$ cat src/rtl/irq_accept_pkg.sv
package irq_accept_pkg;

  localparam int LVL_W  = 4;
  localparam int ALVL_W = 5;
  localparam int CODE_W = 12;
  localparam logic [ALVL_W-1:0] NMI_LEVEL = 5'd16;

  typedef enum logic [1:0] {
    PM_RUN  = 2'b00,
    PM_DOZE = 2'b01,
    PM_DEEP = 2'b10,
    PM_RSVD = 2'b11
  } pmode_e;

  // Handler offset for a maskable source.
  function automatic logic [CODE_W-1:0] src_code(input int base, input int step, input int idx);
    return CODE_W'(base + idx * step);
  endfunction

  // Mask level after an acceptance.
  function automatic logic [LVL_W-1:0] mask_after(input logic auto_upd,
                                                  input logic [ALVL_W-1:0] lvl,
                                                  input logic [LVL_W-1:0] cur);
    if (!auto_upd) return cur;
    if (lvl > ALVL_W'(15)) return LVL_W'(15);
    return lvl[LVL_W-1:0];
  endfunction

endpackage

$ cat src/rtl/irq_nmi_edge.sv
module irq_nmi_edge (
  input  logic clk,
  input  logic rst,
  input  logic pin,
  input  logic take,
  output logic pend,
  output logic fall
);
  logic pin_q;

  assign fall = pin_q & ~pin;

  always_ff @(posedge clk) begin
    if (rst) begin
      pin_q <= 1'b1;
      pend  <= 1'b0;
    end else begin
      pin_q <= pin;
      if (fall)      pend <= 1'b1;
      else if (take) pend <= 1'b0;
    end
  end
endmodule

$ cat src/rtl/irq_prio_pick.sv
module irq_prio_pick #(
  parameter int N_SRC = 8,
  parameter int LW    = 4,
  localparam int IW   = (N_SRC > 1) ? $clog2(N_SRC) : 1
) (
  input  logic [N_SRC-1:0]    vld,
  input  logic [N_SRC*LW-1:0] lvls,
  input  logic [LW-1:0]       mask,
  input  logic                allow,
  output logic                hit,
  output logic [IW-1:0]       idx,
  output logic [LW-1:0]       lvl
);
  logic [N_SRC-1:0] cand;

  genvar g;
  generate
    for (g = 0; g < N_SRC; g++) begin : g_cand
      assign cand[g] = allow & vld[g] & (lvls[g*LW +: LW] > mask);
    end
  endgenerate

  // Strictly-greater replacement keeps the lowest index on ties.
  always_comb begin
    hit = 1'b0;
    idx = '0;
    lvl = '0;
    for (int i = 0; i < N_SRC; i++) begin
      if (cand[i] && (!hit || lvls[i*LW +: LW] > lvl)) begin
        hit = 1'b1;
        idx = IW'(i);
        lvl = lvls[i*LW +: LW];
      end
    end
  end
endmodule

$ cat src/rtl/irq_accept_state.sv
module irq_accept_state
  import irq_accept_pkg::*;
(
  input  logic              clk,
  input  logic              rst,
  input  logic              take,
  input  logic [CODE_W-1:0] take_code,
  input  logic [ALVL_W-1:0] take_lvl,
  input  logic              auto_en,
  input  logic              mask_we,
  input  logic [LVL_W-1:0]  mask_wd,
  input  logic              blk_we,
  input  logic              blk_wd,
  input  logic              wake_nx,
  output logic              acc_pulse,
  output logic [CODE_W-1:0] acc_code,
  output logic [ALVL_W-1:0] acc_level,
  output logic [LVL_W-1:0]  mask_q,
  output logic              blk_q,
  output logic              wake_q
);
  always_ff @(posedge clk) begin
    if (rst) begin
      acc_pulse <= 1'b0;
      acc_code  <= '0;
      acc_level <= '0;
      mask_q    <= LVL_W'(15);
      blk_q     <= 1'b1;
      wake_q    <= 1'b0;
    end else begin
      acc_pulse <= take;
      wake_q    <= wake_nx;
      if (mask_we) mask_q <= mask_wd;
      if (blk_we)  blk_q  <= blk_wd;
      if (take) begin
        acc_code  <= take_code;
        acc_level <= take_lvl;
        blk_q     <= 1'b1;
        mask_q    <= mask_after(auto_en, take_lvl, mask_q);
      end
    end
  end
endmodule

$ cat src/rtl/irq_accept_unit.sv
module irq_accept_unit
  import irq_accept_pkg::*;
#(
  parameter int N_SRC     = 8,
  parameter int CODE_BASE = 'h200,
  parameter int CODE_STEP = 'h20,
  parameter int NMI_CODE  = 'h1C0,
  localparam int IW       = (N_SRC > 1) ? $clog2(N_SRC) : 1
) (
  input  logic                   clk,
  input  logic                   rst,
  input  logic [N_SRC-1:0]       req_vld,
  input  logic [N_SRC*LVL_W-1:0] req_lvl,
  input  logic                   nmi_pin,
  input  logic                   auto_en,
  input  logic                   mai_en,
  input  logic [1:0]             pmode,
  input  logic                   mask_we,
  input  logic [LVL_W-1:0]       mask_wd,
  input  logic                   blk_we,
  input  logic                   blk_wd,
  output logic                   acc_pulse,
  output logic [CODE_W-1:0]      acc_code,
  output logic [ALVL_W-1:0]      acc_level,
  output logic [LVL_W-1:0]       mask_lvl,
  output logic                   blk_state,
  output logic                   wake_req
);
  // Named internal events.
  logic              in_standby;
  logic              pin_gate;
  logic              nmi_pend;
  logic              nmi_fall;
  logic              nmi_take;
  logic              mi_hit;
  logic [IW-1:0]     mi_idx;
  logic [LVL_W-1:0]  mi_lvl;
  logic              mi_take;
  logic              take;
  logic [CODE_W-1:0] take_code;
  logic [ALVL_W-1:0] take_lvl;
  logic              wake_nx;

  assign in_standby = (pmode_e'(pmode) == PM_DEEP);
  assign pin_gate   = mai_en & ~nmi_pin;

  irq_nmi_edge u_nmi (
    .clk  (clk),
    .rst  (rst),
    .pin  (nmi_pin),
    .take (nmi_take),
    .pend (nmi_pend),
    .fall (nmi_fall)
  );

  irq_prio_pick #(.N_SRC(N_SRC), .LW(LVL_W)) u_pick (
    .vld   (req_vld),
    .lvls  (req_lvl),
    .mask  (mask_lvl),
    .allow (~blk_state & ~pin_gate),
    .hit   (mi_hit),
    .idx   (mi_idx),
    .lvl   (mi_lvl)
  );

  assign nmi_take = nmi_pend & ~in_standby;
  assign mi_take  = mi_hit & ~in_standby & ~nmi_take;
  assign take     = nmi_take | mi_take;

  always_comb begin
    if (nmi_take) begin
      take_code = CODE_W'(NMI_CODE);
      take_lvl  = NMI_LEVEL;
    end else begin
      take_code = src_code(CODE_BASE, CODE_STEP, int'(mi_idx));
      take_lvl  = ALVL_W'(mi_lvl);
    end
  end

  assign wake_nx = in_standby & ~pin_gate & (nmi_pend | mi_hit);

  irq_accept_state u_state (
    .clk       (clk),
    .rst       (rst),
    .take      (take),
    .take_code (take_code),
    .take_lvl  (take_lvl),
    .auto_en   (auto_en),
    .mask_we   (mask_we),
    .mask_wd   (mask_wd),
    .blk_we    (blk_we),
    .blk_wd    (blk_wd),
    .wake_nx   (wake_nx),
    .acc_pulse (acc_pulse),
    .acc_code  (acc_code),
    .acc_level (acc_level),
    .mask_q    (mask_lvl),
    .blk_q     (blk_state),
    .wake_q    (wake_req)
  );
endmodule

$ cat config.mk
export PLATFORM = sky130hd
export DESIGN_NAME = irq_accept_unit
export DESIGN_NICKNAME = d
export VERILOG_FILES = /design/src/rtl/irq_accept_pkg.sv /design/src/rtl/irq_nmi_edge.sv /design/src/rtl/irq_prio_pick.sv /design/src/rtl/irq_accept_state.sv /design/src/rtl/irq_accept_unit.sv
export SDC_FILE = /design/constraint.sdc
export NUM_CORES = 1
export LEC_CHECK = 0
export CORE_MARGIN = 2
export CORE_UTILIZATION = 40
export DETAILED_ROUTE_END_ITERATION = 6
export DONT_BUFFER_PORTS = 1
export PLACE_DENSITY = 0.59
export SKIP_CTS_REPAIR_TIMING = 1
export SLEW_MARGIN = 20
export SYNTH_ARGS = -nofsm -noshare
export SYNTH_HDL_FRONTEND = slang
export SYNTH_SLANG_ARGS = --single-unit
$ cat constraint.sdc
create_clock -name clk -period 24.6 [get_ports clk]
set_clock_uncertainty 0.05 [all_clocks]
set_input_delay 0 -clock clk [delete_from_list [all_inputs] [get_ports clk]]
set_output_delay 0 -clock clk [all_outputs]
set_load 0.05 [all_outputs]
# Word level (Yosys, flattened, before mapping)
# Index checks and enable logic that the tools add are counted.
totals:
  in_bits: 54
  reg_bits: 26
  output_inout_bits: 24
  wordCells: 121
op_classes:
  n_reduce_logical: 24
  n_lt_le_gt_ge: 16
  bitwise: 31
  add_sub_neg: 1
  mux: 40
  eq_ne: 1
op_table:
  columns: ["cell", "count"]
  rows:
  - ["4-bit greater-than comparator", 15]
  - ["4-bit two-way mux", 14]
  - ["1-bit AND", 24]
  - ["1-bit two-way mux", 18]
  - ["3-bit two-way mux", 4]
  - ["10-bit by 8-bit adder with 11-bit output, first input constant", 1]
  - ["11-bit two-way mux", 1]
  - ["1-bit logical AND", 7]
  - ["1-bit zero test", 7]
  - ["1-bit logical OR", 7]
  - ["5-bit by 4-bit greater-than comparator with 1-bit output, second input constant", 1]
  - ["5-bit two-way mux", 1]
  - ["1-bit inverter", 5]
  - ["2-bit two-way mux", 2]
  - ["2-bit nonzero test", 2]
  - ["2-bit == test, second input constant", 1]
  - ["1-bit OR", 2]
  - ["2-bit OR reduction", 1]

# Longest topological paths before layout
logic_depth:
  ltp_word: 46
  mapped_depth: 67
  depth_no_buf: 63

# Hierarchy
# Synthesis repeated with hierarchy kept, for this count alone.
hier_totals:
  cells_unflattened: 365
  area_unflattened_um2: 3131.8
modules_own_cells:
  columns: ["mod", "cells_each", "area_per_inst_um2", "instances", "seq_area_each_um2"]
  rows:
  - ["irq_prio_pick", 259, 2021.9, 1, 0.0]
  - ["irq_accept_state", 82, 880.8, 1, 480.5]
  - ["irq_accept_unit", 18, 152.6, 1, 0.0]
  - ["irq_nmi_edge", 6, 76.3, 1, 40.0]

# Worst setup path before layout
# Ideal clock, no wire load.
synth_timing:
  path_type: "register to register"
  from: "register u_state.mask_q[1]"
  to: "register u_state.mask_q[1]"
  setup_slack_ns: 12.648
  arrival_ns: 11.771
  n_path_buf: 4
  required_ns: 24.419
  path_stages_with_launch: 64
  setup_time_ns: 0.131
  period_less_slack_ns: 11.952
  path_cell_list: "dfxtp_1 -> inv_1 -> ha_1 -> nor2b_1 -> o211ai_1 -> a21oi_1 -> nand2_1 -> ha_1 -> nor2b_1 -> o211a_1 -> o21ai_0 -> a21oi_1 -> a22oi_1 -> ha_1 -> nand4_1 -> o21ai_0 -> a21oi_1 -> a21o_1 -> [28 not listed] -> o21a_1 -> o21a_1 -> o211a_1 -> a31o_2 -> buf_2 -> a22o_1 -> a21oi_1 -> ha_1 -> nor2b_1 -> o21a_1 -> o21a_1 -> o211a_1 -> a21oi_4 -> or3b_1 -> or2_1 -> buf_6 -> nor2_1 -> a211oi_1"
synth_between:
  elab_chain_len: 40
  word_cells_on_any_way: 75
  cone_classes: "order compare: 16; mux: 26; bitwise: 11; reduce/logical: 22"
synth_rtl:
  columns: ["item", "line_no", "text"]
  rows:
  - ["start, declared", "irq_accept_state.sv:18", "output logic [LVL_W-1:0] mask_q,"]
  - ["start signal, assigned", "irq_accept_state.sv:33", "if (mask_we) mask_q <= mask_wd;"]
  - ["start signal, assigned", "irq_accept_state.sv:39", "mask_q <= mask_after(auto_en, take_lvl, mask_q);"]
  - ["4-bit greater-than comparator", "irq_prio_pick.sv:19", "assign cand[g] = allow & vld[g] & (lvls[g*LW +: LW] > mask);"]
  - ["1-bit AND", "irq_prio_pick.sv:19", null]
  - ["4-bit two-way mux or 1-bit two-way mux (tied branches)", "irq_prio_pick.sv:29", "if (cand[i] && (!hit || lvls[i*LW +: LW] > lvl)) begin"]
  - ["4-bit greater-than comparator or 1-bit zero test (tied branches)", "irq_prio_pick.sv:29", null]
  - ["1-bit logical OR", "irq_prio_pick.sv:29", null]
  - ["1-bit logical AND", "irq_prio_pick.sv:29", null]
  - ["4-bit two-way mux or 1-bit two-way mux (tied branches)", "irq_prio_pick.sv:29", null]
  - ["4-bit greater-than comparator or 1-bit zero test (tied branches)", "irq_prio_pick.sv:29", null]
  - ["[23 not listed]", null, null]
  - ["5-bit two-way mux", "irq_accept_unit.sv:71", "if (nmi_take) begin"]
  - ["5-bit by 4-bit greater-than comparator with 1-bit output", "irq_accept_pkg.sv:25", "if (lvl > ALVL_W'(15)) return LVL_W'(15);"]
  - ["1-bit two-way mux (2 in series)", "irq_accept_pkg.sv:25", null]
  - ["1-bit two-way mux", "irq_accept_state.sv:35", "if (take) begin"]
  - ["1-bit two-way mux", "irq_accept_state.sv:23", "if (rst) begin"]
  - ["4-bit two-way mux", "irq_accept_pkg.sv:26", "return lvl[LVL_W-1:0];"]
  - ["4-bit two-way mux", "irq_accept_pkg.sv:25", null]
  - ["4-bit two-way mux", "irq_accept_state.sv:35", null]
# Several ways; a longest one is shown, not always the timed one. The select of a mux whose other input is x is not followed.
# A chain may end at the register's enable or synchronous reset.

# Final worst setup path
layout_timing:
  from: "register u_state.mask_q[1]"
  to: "register u_state.acc_level[3]"
layout_between:
  elab_chain_len: 34
  word_cells_on_any_way: 64
  cone_classes: "order compare: 15; mux: 17; bitwise: 11; reduce/logical: 21"
layout_rtl:
  columns: ["item", "line_no", "text"]
  rows:
  - ["4-bit greater-than comparator", "irq_prio_pick.sv:19", null]
  - ["1-bit AND", "irq_prio_pick.sv:19", null]
  - ["4-bit two-way mux or 1-bit two-way mux (tied branches)", "irq_prio_pick.sv:29", null]
  - ["4-bit greater-than comparator or 1-bit zero test (tied branches)", "irq_prio_pick.sv:29", null]
  - ["1-bit logical OR", "irq_prio_pick.sv:29", null]
  - ["1-bit logical AND", "irq_prio_pick.sv:29", null]
  - ["4-bit two-way mux or 1-bit two-way mux (tied branches)", "irq_prio_pick.sv:29", null]
  - ["4-bit greater-than comparator or 1-bit zero test (tied branches)", "irq_prio_pick.sv:29", null]
  - ["[17 not listed]", null, null]
  - ["1-bit logical AND", "irq_prio_pick.sv:29", null]
  - ["4-bit two-way mux or 1-bit two-way mux (tied branches)", "irq_prio_pick.sv:29", null]
  - ["4-bit greater-than comparator or 1-bit zero test (tied branches)", "irq_prio_pick.sv:29", null]
  - ["1-bit logical OR", "irq_prio_pick.sv:29", null]
  - ["1-bit logical AND", "irq_prio_pick.sv:29", null]
  - ["1-bit two-way mux", "irq_prio_pick.sv:29", null]
  - ["1-bit AND (2 in series)", "irq_accept_unit.sv:67", "assign mi_take = mi_hit & ~in_standby & ~nmi_take;"]
  - ["1-bit OR", "irq_accept_unit.sv:68", "assign take = nmi_take | mi_take;"]
  - ["end signal, assigned", "irq_accept_state.sv:37", "acc_level <= take_lvl;"]
  - ["end, declared", "irq_accept_state.sv:17", "output logic [ALVL_W-1:0] acc_level,"]
# Several ways; a longest one is shown, not always the timed one.

==> results.sh <==
export IMPL_hold_depth=2
export IMPL_worst_ep_required_time_ns=24.75
export IMPL_timing_slew_headroom_pct=34.7
export IMPL_drt_iter0_drc=102
export IMPL_clk_slew_on_worst_s_h_paths_ns=0.07
export IMPL_library_cell_occupying_the_most_area_in_the_post_synthesis_netlist="sky130_fd_sc_hd__ha_1"
export IMPL_yosysWarningCount=0
export IMPL_worst_slew_pin_transition_ns=0.977
export IMPL_timing_final_max_slew_violations=0
export IMPL_setup_tns_ns=0
export IMPL_design_final_nets=471
export IMPL_initial_core_util_pct=41.5
export IMPL_avgRoutedWirePerCell_um=17.7
export IMPL_die_area_sq_um=7730
export IMPL_finalCritPeriodShare_pct=57.8
export IMPL_p_clk_share_pct=21.3
export IMPL_worst_setup_path_end_kind="register"
export IMPL_ctsLongestPathBuffers=2
export IMPL_clock_tree_htree_level_count=1
export IMPL_critPathSlowestCell="sky130_fd_sc_hd__dfxtp_1"
export IMPL_timing_fmax_ghz=0.0704
export IMPL_peak_supply_drop_mv=0.0211
export IMPL_reg2reg_to="u_state.acc_level[3]"
export IMPL_detail_route_wirelength_um=7980
export IMPL_reg2reg_setup_slack_ns=10.39
export IMPL_antenna_cells=0
export IMPL_synth_edf_count=0
export IMPL_postSynthRegisterBits=18
export IMPL_timing_rr_start="u_state.mask_q[1]"
export IMPL_netlist_top_cells_area="sky130_fd_sc_hd__ha_1, sky130_fd_sc_hd__dfxtp_1, sky130_fd_sc_hd__a21oi_1"
export IMPL_die_width_um=87.9
export IMPL_cts_sinks=18
export IMPL_setup_violations=0
export IMPL_io_buffer_count=0
export IMPL_drt_drc_violations_left=0
export IMPL_grt_max_degree=27
export IMPL_top_usage_layer="met2"
export IMPL_synth_top_area_share_pct=26.6
export IMPL_worst_setup_path_start_kind="register"
export IMPL_worst_hold_path_type="input port to register"
export IMPL_std_cell_rows=30
export IMPL_clk_root_buffer_cell="sky130_fd_sc_hd__clkbuf_8"
export IMPL_net_switching_power_of_the_design_uw=47.4
export IMPL_global_route_wire_length_before_repair_um=12200
export IMPL_yosysSeqAreaShare_pct=12.8
export IMPL_syn_area_sq_um=2820
export IMPL_crit_top_cell="sky130_fd_sc_hd__o21a_1"
export IMPL_postSynthAreaPerCell_sq_um=8.00
export IMPL_globalRoute_totalOverflow=0
export IMPL_routabilityCongestion=0.863
export IMPL_min_to="u_state.mask_q[0]"
export IMPL_p_leak_nw=1.29
export IMPL_synth_ff_type="sky130_fd_sc_hd__dfxtp_1"
export IMPL_proportion_of_layout_cells_with_a_drive_suffix_above_1_pct=4.49
export IMPL_dr_pass1_iters=4
export IMPL_crit_path_max_incr_delay_ns=0.65
export IMPL_global_route_usage_met2_pct=33.8
export IMPL_dieHeight_um=87.9
export IMPL_max_cap_violations=0
export IMPL_finalCriticalPeriod_ns=14.21
export IMPL_grt_setup_unrepaired="no"
export IMPL_postRouteAntennaNets=0
export IMPL_critical_path_max_fanout=13
export IMPL_grtUsageTotal_pct=19.9
export IMPL_met1_usage_pct=27.6
export IMPL_first_global_vias=2425
export IMPL_worstHoldStart="rst"
export IMPL_antenna_found_initial=0
export IMPL_power_switching_fraction_pct=41.9
export IMPL_synthCells=352
export IMPL_cts_inserted_buffers=3
export IMPL_wp_data_arrival_ns=14.36
export IMPL_grt_use_met3_pct=3.02
export IMPL_power_internal_uw=65.7
export IMPL_cellPowerDensity_nw_per_um2=37.5
export IMPL_dr_vias=2663
export IMPL_timing_worst_setup_path_type="register to register"
export IMPL_flow_area_growth_from_synthesis_pct=7.06
export IMPL_holdWs_ns=0.0000832
export IMPL_dp_final_hpwl_um=6330
export IMPL_power_share_sequential_pct=34.9
export IMPL_timing_reg2reg_worst_path_depth=60
export IMPL_vias_per_cell=5.89
export IMPL_power_frac_comb_pct=43.8
export IMPL_io_pins=78
export IMPL_run_status="completed"
export IMPL_synth_async_reset_ratio_pct=0
export IMPL_final_hold_viol_count=0
export IMPL_cts_tree="built"
export IMPL_yosysUniqueCellTypes=55
export IMPL_design_core_area_sq_um=6790
export IMPL_clk_latency_ns=0.25
[power by group through the flow]
stage	clock (mW)	combinational, mW	sequential (mW)
floorplan	0	0.0381	0.0406
global placement	0	0.0458	0.0402
detailed placement	0	0.0473	0.0402
CTS	0.0245	0.0476	0.0395
global route	0.0254	0.0567	0.0397
finish	0.0241	0.0495	0.0395
[cell usage after synthesis (all sizes together) (4+ instances only)]
| master | n |
|---|---|
| a21o | 8 |
| a21oi | 35 |
| a22o | 5 |
| a22oi | 6 |
| buf | 14 |
| clkbuf | 6 |
| dfxtp | 18 |
| ha | 60 |
| inv | 17 |
| nand2 | 19 |
| nand2b | 4 |
| nand3 | 5 |
| nand4 | 16 |
| nand4b | 8 |
| nor2 | 22 |
| nor2b | 16 |
| o211a | 4 |
| o211ai | 11 |
| o21a | 17 |
| o21ai | 17 |
| o22ai | 5 |
| o31ai | 4 |
[layout by cell type (no fill, tap or decap), types with 2 or more instances in the layout]
cell type                       Yosys  layout
sky130_fd_sc_hd__clkbuf_8           0       4
sky130_fd_sc_hd__nand4b_1           8       8
sky130_fd_sc_hd__a22o_1             5       5
sky130_fd_sc_hd__o22ai_1            5       5
sky130_fd_sc_hd__dfxtp_1           18      18
sky130_fd_sc_hd__o211ai_1          11      11
sky130_fd_sc_hd__ha_1              60      60
sky130_fd_sc_hd__nand2_1           19      19
sky130_fd_sc_hd__buf_4              9       2
sky130_fd_sc_hd__a211oi_1           3       3
sky130_fd_sc_hd__nor2_1            22      22
sky130_fd_sc_hd__a21oi_1           33      33
sky130_fd_sc_hd__a22oi_1            6       6
sky130_fd_sc_hd__o21ai_0           16      15
sky130_fd_sc_hd__nand3_1            4       4
sky130_fd_sc_hd__inv_1             17      17
sky130_fd_sc_hd__o21ai_1            1       2
sky130_fd_sc_hd__conb_1             1       7
sky130_fd_sc_hd__o31ai_1            3       3
sky130_fd_sc_hd__o211a_1            4       4
sky130_fd_sc_hd__nor2b_1           16      16
sky130_fd_sc_hd__nor3_1             2       2
sky130_fd_sc_hd__or3_1              2       2
sky130_fd_sc_hd__nand2b_1           4       4
sky130_fd_sc_hd__o21a_1            17      17
sky130_fd_sc_hd__nor4_1             3       3
sky130_fd_sc_hd__a221oi_1           2       2
sky130_fd_sc_hd__a21o_1             8       8
sky130_fd_sc_hd__o221ai_1           2       2
sky130_fd_sc_hd__a21boi_0           2       2
sky130_fd_sc_hd__nand4_1           16      16
sky130_fd_sc_hd__dlygate4sd3_1      0      12
[sequential cells by signal, summed over array words and instances (netlist names)]
register           cells
u_state.acc_pulse      1
u_state.acc_code       5
u_state.blk_q          1
u_state.wake_q         1
u_state.mask_q         4
u_nmi.pin_q            1
u_state.acc_level      4
u_nmi.pend             1
[worst max-delay path: cells and delay by family (launching register included)]
| kind | cells | cell delay, ns |
|---|---|---|
| adder cells (fa/ha/maj) | 8 | 2.50 |
| flip-flops | 1 | 0.65 |
| buffers and inverters | 2 | 0.99 |
| AND/OR/NAND/NOR | 12 | 2.31 |
| AO/OA/AOI/OAI | 38 | 7.61 |
[layout make-up]
type / count / area, sq um
clock buffers: 4 / 55.1
fillers: 721 / 3780
inverters: 17 / 63.8
multi-input cells: 303 / 2280
flip-flops and latches: 18 / 360
well taps: 96 / 120
repair buffers: 14 / 135
[cells by family after synthesis]
group                    Yosys count  synth area share [%]
flip-flops                        18                  12.8
AND/OR/NAND/NOR                  106                  21.2
AO/OA/AOI/OAI                    129                  31.9
multiplexers                       1                 0.355
other                              1                 0.133
adder cells (fa/ha/maj)           60                  26.6
buffers and inverters             37                  7.02
[how the worst max path moves through the flow]
stage / end / depth (start not counted) / startpoint / slack (ns)
floorplan: u_state.mask_q[1] / 63 / u_state.mask_q[1] / 12.65
finish: u_state.acc_level[3] / 60 / u_state.mask_q[1] / 10.39
CTS: u_state.mask_q[1] / 59 / u_state.mask_q[3] / 10.53
global placement: u_state.mask_q[1] / 59 / u_state.mask_q[3] / 10.75
global route: u_state.acc_level[3] / 61 / u_state.mask_q[2] / 9.22
detailed placement: u_state.mask_q[1] / 59 / u_state.mask_q[3] / 10.59
[metal layers]
| metal | vias up | part of all wire, % |
|---|---|---|
| met4 | 0 | 0.26 |
| li1 | 1355 | - |
| met1 | 1232 | 45 |
| met3 | 2 | 6.2 |
| met5 | - | 0 |
| met2 | 74 | 48 |
[stage by stage]
stage | cells | setup WS, ns | instance area, sq um | util [%] | total power [mW]
detailed placement | 436 | 10.59 | 2840 | 41.8 | 0.0875
floorplan | 358 | 12.65 | 2840 | - | 0.0787
finish | 452 | 10.39 | 3020 | 44.4 | 0.113
global route | 452 | 9.22 | 3020 | 44.4 | 0.122
global placement | 436 | 10.75 | 2840 | 41.8 | 0.0860
CTS | 440 | 10.53 | 2900 | 42.6 | 0.112
Note: power is estimated with default switching activity, not from simulation.
